## src/rtl/vme_resp_pkg.sv

```systemverilog
package vme_resp_pkg;

    localparam int VA_W = 32;
    localparam int VD_W = 32;
    localparam int ENT_W = 64;

    localparam logic [5:0] AM_SINGLE = 6'h09;
    localparam logic [5:0] AM_BLOCK  = 6'h08;

    typedef enum logic [2:0] {
        ST_IDLE,
        ST_MISS,
        ST_WAIT_DS,
        ST_ACK,
        ST_TAIL
    } cyc_state_t;

    typedef struct packed {
        logic            as_n;
        logic [1:0]      ds_n;
        logic            write_n;
        logic            lword_n;
        logic [5:0]      am;
        logic [VA_W-1:1] addr;
        logic [VD_W-1:0] data;
    } bus_in_t;

    function automatic logic am_supported(input logic [5:0] am, input logic lword_n);
        return ((am == AM_SINGLE) && !lword_n) || (am == AM_BLOCK);
    endfunction

endpackage

```

## src/rtl/vme_in_sync.sv

```systemverilog
module vme_in_sync #(
    parameter int W      = 8,
    parameter int STAGES = 2
) (
    input  logic         clk,
    input  logic         rst,
    input  logic [W-1:0] din,
    output logic [W-1:0] dout
);
    logic [W-1:0] stg [STAGES];

    always_ff @(posedge clk) begin
        if (rst) begin
            for (int i = 0; i < STAGES; i++) stg[i] <= '1;
        end else begin
            stg[0] <= din;
            for (int i = 1; i < STAGES; i++) stg[i] <= stg[i-1];
        end
    end

    assign dout = stg[STAGES-1];
endmodule

```

## src/rtl/vme_decode.sv

```systemverilog
module vme_decode
    import vme_resp_pkg::*;
#(
    parameter int BASE_W = 20
) (
    input  bus_in_t           s,
    input  logic [BASE_W-1:0] base,
    output logic              hit,
    output logic              is_block
);
    always_comb begin
        hit      = am_supported(s.am, s.lword_n) && (s.addr[VA_W-1 -: BASE_W] == base);
        is_block = (s.am == AM_BLOCK);
    end
endmodule

```

## src/rtl/vme_cycle_fsm.sv

```systemverilog
module vme_cycle_fsm
    import vme_resp_pkg::*;
#(
    parameter int PAIR_W = 9
) (
    input  logic              clk,
    input  logic              rst,
    input  bus_in_t           s,
    input  logic              hit,
    input  logic              is_block,
    input  logic [ENT_W-1:0]  rf_rdata,
    output logic [PAIR_W-1:0] rf_addr,
    output logic [1:0]        rf_we,
    output logic [ENT_W-1:0]  rf_wdata,
    output logic [ENT_W-1:0]  dout,
    output logic              ack,
    output logic              rd_drv,
    output logic              blk_drv,
    output logic              sel
);
    cyc_state_t        state;
    logic              as_prev;
    logic              blk, rd, lane;
    logic [PAIR_W-1:0] pair;

    wire as_fall  = as_prev && !s.as_n;
    wire ds_low   = (s.ds_n == 2'b00);
    wire ds_high  = (s.ds_n == 2'b11);

    always_ff @(posedge clk) begin
        if (rst) begin
            state    <= ST_IDLE;
            as_prev  <= 1'b1;
            blk      <= 1'b0;
            rd       <= 1'b0;
            lane     <= 1'b0;
            pair     <= '0;
            rf_we    <= 2'b00;
            rf_wdata <= '0;
            dout     <= '0;
        end else begin
            as_prev <= s.as_n;
            rf_we   <= 2'b00;
            unique case (state)
                ST_IDLE: begin
                    if (as_fall) begin
                        if (hit) begin
                            blk   <= is_block;
                            rd    <= s.write_n;
                            lane  <= s.addr[2];
                            pair  <= s.addr[PAIR_W+2:3];
                            state <= ST_WAIT_DS;
                        end else begin
                            state <= ST_MISS;
                        end
                    end
                end
                ST_MISS: begin
                    if (s.as_n) state <= ST_IDLE;
                end
                ST_WAIT_DS: begin
                    if (s.as_n) begin
                        state <= ST_IDLE;
                    end else if (ds_low) begin
                        if (rd) begin
                            if (blk)       dout <= rf_rdata;
                            else if (lane) dout <= {32'b0, rf_rdata[63:32]};
                            else           dout <= {32'b0, rf_rdata[31:0]};
                        end else if (blk) begin
                            rf_we    <= 2'b11;
                            rf_wdata <= {s.addr, s.lword_n, s.data};
                        end else begin
                            rf_we    <= lane ? 2'b10 : 2'b01;
                            rf_wdata <= {s.data, s.data};
                        end
                        state <= ST_ACK;
                    end
                end
                ST_ACK: begin
                    if (ds_high) begin
                        if (s.as_n) begin
                            state <= ST_IDLE;
                        end else if (blk) begin
                            pair  <= pair + 1'b1;
                            state <= ST_WAIT_DS;
                        end else begin
                            state <= ST_TAIL;
                        end
                    end
                end
                ST_TAIL: begin
                    if (s.as_n) state <= ST_IDLE;
                end
                default: state <= ST_IDLE;
            endcase
        end
    end

    assign rf_addr = pair;
    assign ack     = (state == ST_ACK);
    assign rd_drv  = ack && rd;
    assign blk_drv = ack && rd && blk;
    assign sel     = (state == ST_WAIT_DS) || (state == ST_ACK) || (state == ST_TAIL);
endmodule

```

## src/rtl/vme_slave_resp.sv

```systemverilog
module vme_slave_resp
    import vme_resp_pkg::*;
#(
    parameter int BASE_W      = 20,
    parameter int SYNC_STAGES = 2,
    localparam int PAIR_W     = VA_W - BASE_W - 3
) (
    input  logic              clk,
    input  logic              rst,
    input  logic [BASE_W-1:0] cfg_base,
    input  logic              vme_as_n,
    input  logic [1:0]        vme_ds_n,
    input  logic              vme_write_n,
    input  logic              vme_lword_n,
    input  logic [5:0]        vme_am,
    input  logic [VA_W-1:1]   vme_a_in,
    input  logic [VD_W-1:0]   vme_d_in,
    output logic [VD_W-1:0]   vme_d_out,
    output logic              vme_d_oe,
    output logic [VA_W-1:1]   vme_a_out,
    output logic              vme_lword_out,
    output logic              vme_a_oe,
    output logic              vme_dtack_n_out,
    output logic              vme_dtack_oe,
    output logic              board_sel,
    output logic [PAIR_W-1:0] rf_addr,
    output logic [1:0]        rf_we,
    output logic [ENT_W-1:0]  rf_wdata,
    input  logic [ENT_W-1:0]  rf_rdata
);
    bus_in_t          raw_bus, syn_bus;
    logic             hit, is_block;
    logic [ENT_W-1:0] dout;

    always_comb begin
        raw_bus.as_n    = vme_as_n;
        raw_bus.ds_n    = vme_ds_n;
        raw_bus.write_n = vme_write_n;
        raw_bus.lword_n = vme_lword_n;
        raw_bus.am      = vme_am;
        raw_bus.addr    = vme_a_in;
        raw_bus.data    = vme_d_in;
    end

    vme_in_sync #(.W($bits(bus_in_t)), .STAGES(SYNC_STAGES)) u_sync (
        .clk  (clk),
        .rst  (rst),
        .din  (raw_bus),
        .dout (syn_bus)
    );

    vme_decode #(.BASE_W(BASE_W)) u_dec (
        .s        (syn_bus),
        .base     (cfg_base),
        .hit      (hit),
        .is_block (is_block)
    );

    vme_cycle_fsm #(.PAIR_W(PAIR_W)) u_fsm (
        .clk      (clk),
        .rst      (rst),
        .s        (syn_bus),
        .hit      (hit),
        .is_block (is_block),
        .rf_rdata (rf_rdata),
        .rf_addr  (rf_addr),
        .rf_we    (rf_we),
        .rf_wdata (rf_wdata),
        .dout     (dout),
        .ack      (vme_dtack_oe),
        .rd_drv   (vme_d_oe),
        .blk_drv  (vme_a_oe),
        .sel      (board_sel)
    );

    assign vme_d_out       = dout[VD_W-1:0];
    assign vme_lword_out   = dout[32];
    assign vme_a_out       = dout[ENT_W-1:33];
    assign vme_dtack_n_out = 1'b0;
endmodule

```

## config.mk

```make
export PLATFORM = sky130hd
export DESIGN_NAME = vme_slave_resp
export DESIGN_NICKNAME = d
export VERILOG_FILES = /design/src/rtl/vme_resp_pkg.sv /design/src/rtl/vme_in_sync.sv /design/src/rtl/vme_decode.sv /design/src/rtl/vme_cycle_fsm.sv /design/src/rtl/vme_slave_resp.sv
export SDC_FILE = /design/constraint.sdc
export NUM_CORES = 1
export LEC_CHECK = 0
export BUFFER_PORTS_ARGS = -buffer_cell sky130_fd_sc_hd__buf_4
export CORE_MARGIN = 3
export CORE_UTILIZATION = 50
export DETAILED_ROUTE_END_ITERATION = 10
export GPL_ROUTABILITY_DRIVEN = 0
export PLACE_DENSITY = 0.89
export REMOVE_ABC_BUFFERS = 1
export SLEW_MARGIN = 20
export SYNTH_ARGS = -nofsm -noshare
export SYNTH_HDL_FRONTEND = slang
export SYNTH_SLANG_ARGS = --single-unit
```

## constraint.sdc

```tcl
create_clock -name clk -period 2.89 [get_ports clk]
set_input_delay 0 -clock clk [delete_from_list [all_inputs] [get_ports clk]]
set_output_delay 0 -clock clk [all_outputs]
set_load 0.02 [all_outputs]
```

==> key figures <==
Layout
  • Fin util: 76.3%
  • Diodes inserted: 0
  • Area grow syn2layout: 47.7%
  • Final instance area: 15100 sq um
  • Fin nets: 1612
  • Ratio of cells with drive above 1 in the final layout: 35.5%
  • Fillers: 1160

Logic synthesis
  • Dominant cell type by area after synthesis: dfxtp_1
  • Synth cell count leaders: 294 x dfxtp_1, 149 x or2_2, 107 x nand2_1
  • Area share of and/or/nand/nor cells after synthesis: 20.0%
  • Ys Warns: 0
  • Synth area leaders: dfxtp_1 58%, or2_2 9.1%, mux2i_1 6.6%, a211oi_1 4.9%, a21oi_1 4.0%
  • Synthesized netlist cell count: 1048
  • Post-synth EDFFs: 0
  • Synth Area in Compound Gates: 10.6%
  • Post-synth top area share: 57.6%
  • Async S/R FF share, synth: 0%
  • Largest family of logic cells by synthesized area: simple AND/OR/NAND/NOR gates
  • #FFs+latches synth: 294
  • Netlist cell types: 43
  • Ys flop type: dfxtp_1
  • Mapped Area: 10200 sq um
  • Top-count cell post-synth: dfxtp_1
  • Synth Area in Adders: 0.123%
  • Avg Inst Size Synth: 9.74 sq um
  • Post-synthesis mux area share: 6.57%
  • Synth Area in XOR/XNOR: 1.72%
  • Sequential share of the synthesized area: 57.6%

Worst setup path
  • CP Capture Point: u_fsm.blk
  • Largest delay share family, worst path: simple AND/OR/NAND/NOR gates
  • Worst setup EP type: flop
  • R2r setup slk: 390 ps
  • Setup CP Type: reg2reg
  • FF-to-FF Start: u_sync.stg[0][126]
  • R2R depth: 6
  • Bufs and invs on worst path: 0
  • CP Max Fanout: 5
  • CP required: 3370 ps
  • Max stage delay cell, worst path: or4_1
  • CP cell instances: xor2_1, nor4_1, nand3_1, or4_1, or3b_1, a21oi_2
  • Worst Setup Start Kind: flop
  • Critical path depth in cells: 6
  • Worst flop-to-flop path endpoint: u_fsm.blk
  • Critical Path AT: 2970 ps
  • CP Launch Point: u_sync.stg[0][126]
  • Worst path max stage delay: 680 ps

Routing
  • Routed WL: 31.5 mm
  • Via density: 5.26
  • Antenna viol nets, final: 0
  • Metal3 WL: 2.54 mm
  • Via count: 9151
  • Wire length on met2: 15.6 mm
  • # DRC: 0
  • Initial DRC Count: 502
  • Drt wl/cell: 18.1 um
  • Highest metal used: met4
  • TritonRoute pass-1 iters: 5
  • Routed length on met1: 11.7 mm

Timing
  • Slew margin rel.: 32.3%
  • Period utilisation layout: 86.4%
  • Setup-failing EPs final: 0
  • Tmin final: 2500 ps
  • Final hold slack: 102 ps
  • Highest clock rate: 401 MHz
  • Actual slew at the worst max-slew pin: 1020 ps
  • Fin Setup TNS: 0 ps
  • Max Slew Vio Count: 0
  • Hold Vio Cnt, Final: 0
  • Worst Skew: 26.3 ps
  • RSZ-0062 raised after global routing: false

Place
  • Placed instance area: 12600 sq um
  • Port-buffer cells: 302
  • Post-DP HPWL: 17.1 mm

Floorplanning
  • Cell Rows: 51
  • DIE WIDTH: 149 um
  • I/O pin count: 304
  • Die Y: 149 um
  • Full die area: 22200 sq um
  • Core Box Area: 19800 sq um
  • Starting Density: 51.6%

Clock network
  • Later-pin clock latency in the skew report: 560 ps
  • Root Buffer: clkbuf_16
  • Post-CTS Setup Inserts: 0
  • CTS tree: yes
  • H-tree Lvls: 1
  • Buffer depth of the longest clock path: 3
  • TritonCTS Buffers: 29
  • Clock Sinks: 294
  • Worst-path clk slew: 60 ps

Power
  • P_leak: 6.30 nW
  • Peak supply drop: 0.569 mV
  • Power per Cell Area: 591 nW/um^2

GRT
  • Global-route wire length before repair: 48.6 mm
  • Vias in the first global route: 9508
  • Gr usage total: 27.2%
  • Antenna violations before repair: 0
  • Largest net degree at the start of global routing: 181
  • Total grt overflow: 0

Status
  • Status: completed

Flow run
  • Maxcap violations: 0

Min path
  • Worst hold path class: in2reg
## worst min-delay path, delay by kind of cell
| family | cells | cell delay, ps |
|---|---|---|
| buf+inv | 1 | 80 |
| xor+xnor | 1 | 60 |
| compound gates | 1 | 90 |
| simple gates | 2 | 380 |
## worst min-delay path by stage
stage / to / from / cells past startpoint
final: u_fsm.state[1] / cfg_base[15] / 5
after global routing: u_fsm.state[1] / cfg_base[15] / 5
after CTS: u_fsm.state[1] / cfg_base[15] / 5
after detailed placement: u_sync.stg[0][33] / vme_a_in[2] / 2
after global placement: u_sync.stg[0][23] / vme_d_in[23] / 2
after floorplan: u_fsm.blk / rst / 1
## repair_timing
item,CTS,global route
hold buffers,138,0
endpoints found under the hold margin,138,0
resized for setup,0,0
## routing by layer
metal	GRT usage, %	vias up
met5	0	-
met4	14.2	0
met3	6.68	128
met2	48.7	420
met1	29.6	4287
li1	-	4316
## placed cells by master, fill, tap and decap left out, types with 2 or more instances in the layout
| master | count |
|---|---|
| nor4_1 | 4 |
| nand2b_2 | 2 |
| nor2_1 | 79 |
| nor3_1 | 8 |
| and2_1 | 2 |
| o21ai_0 | 3 |
| clkbuf_16 | 29 |
| clkinv_2 | 8 |
| inv_1 | 6 |
| or3_1 | 3 |
| a211o_1 | 5 |
| mux2i_1 | 67 |
| a21oi_1 | 82 |
| dlygate4sd3_1 | 138 |
| and3_1 | 4 |
| clkbuf_1 | 3 |
| bufinv_16 | 6 |
| a211oi_1 | 67 |
| buf_12 | 2 |
| nand3_1 | 36 |
| buf_4 | 311 |
| xor2_1 | 17 |
| or2_2 | 149 |
| nand2_1 | 107 |
| xnor2_1 | 3 |
| clkbuf_8 | 6 |
| dfxtp_1 | 293 |
| nand4_1 | 2 |
| o22ai_1 | 2 |
| o31ai_1 | 6 |
## stage by stage
step | instances | worst slack (ps) | power, mW
floorplan | 968 | -1570 | 4.40
global placement | 1547 | 517 | 4.65
detailed placement | 1547 | 425 | 4.66
CTS | 1739 | 431 | 8.91
global route | 1739 | 297 | 9.16
finish | 1739 | 394 | 8.92
## registers in the layout, indices dropped and copies added (netlist names)
name / flops
u_sync.stg: 148
u_fsm.dout: 64
u_fsm.rf_wdata: 64
u_fsm.rf_addr: 9
u_fsm.state: 3
u_fsm.rf_we: 2
u_fsm.as_prev: 1
u_fsm.blk: 1
u_fsm.lane: 1
u_fsm.rd: 1
## layout make-up
type	count	area, sq um	share of cell area, %
Clock buffer	37	806	5.34
Timing Repair Buffer	452	3770	25.0
Clock inverter	17	258	1.71
Sequential cell	294	5890	39.0
Tap cell	265	332	2.20
Inverter	8	30.0	0.199
Multi-Input combinational cell	666	4000	26.5
## power by group
part           total, mW  switching [mW]  internal, mW  leakage [nW]
clock               4.16            1.64          2.52         0.531
sequential          4.19          0.0423          4.15          2.41
combinational      0.564           0.205         0.359          3.37
## cell families (layout without fill, tap and decap cells)
group | Yosys count | in the layout
other | 1 | 1
muxes | 67 | 67
DFF | 294 | 294
and+or+nand+nor | 406 | 406
buffers and inverters | 88 | 514
AOI/OAI and AO/OA | 171 | 171
xor gates and xnor gates | 20 | 20
adders and majority gates | 1 | 1
(Power assumes the default switching activity.)
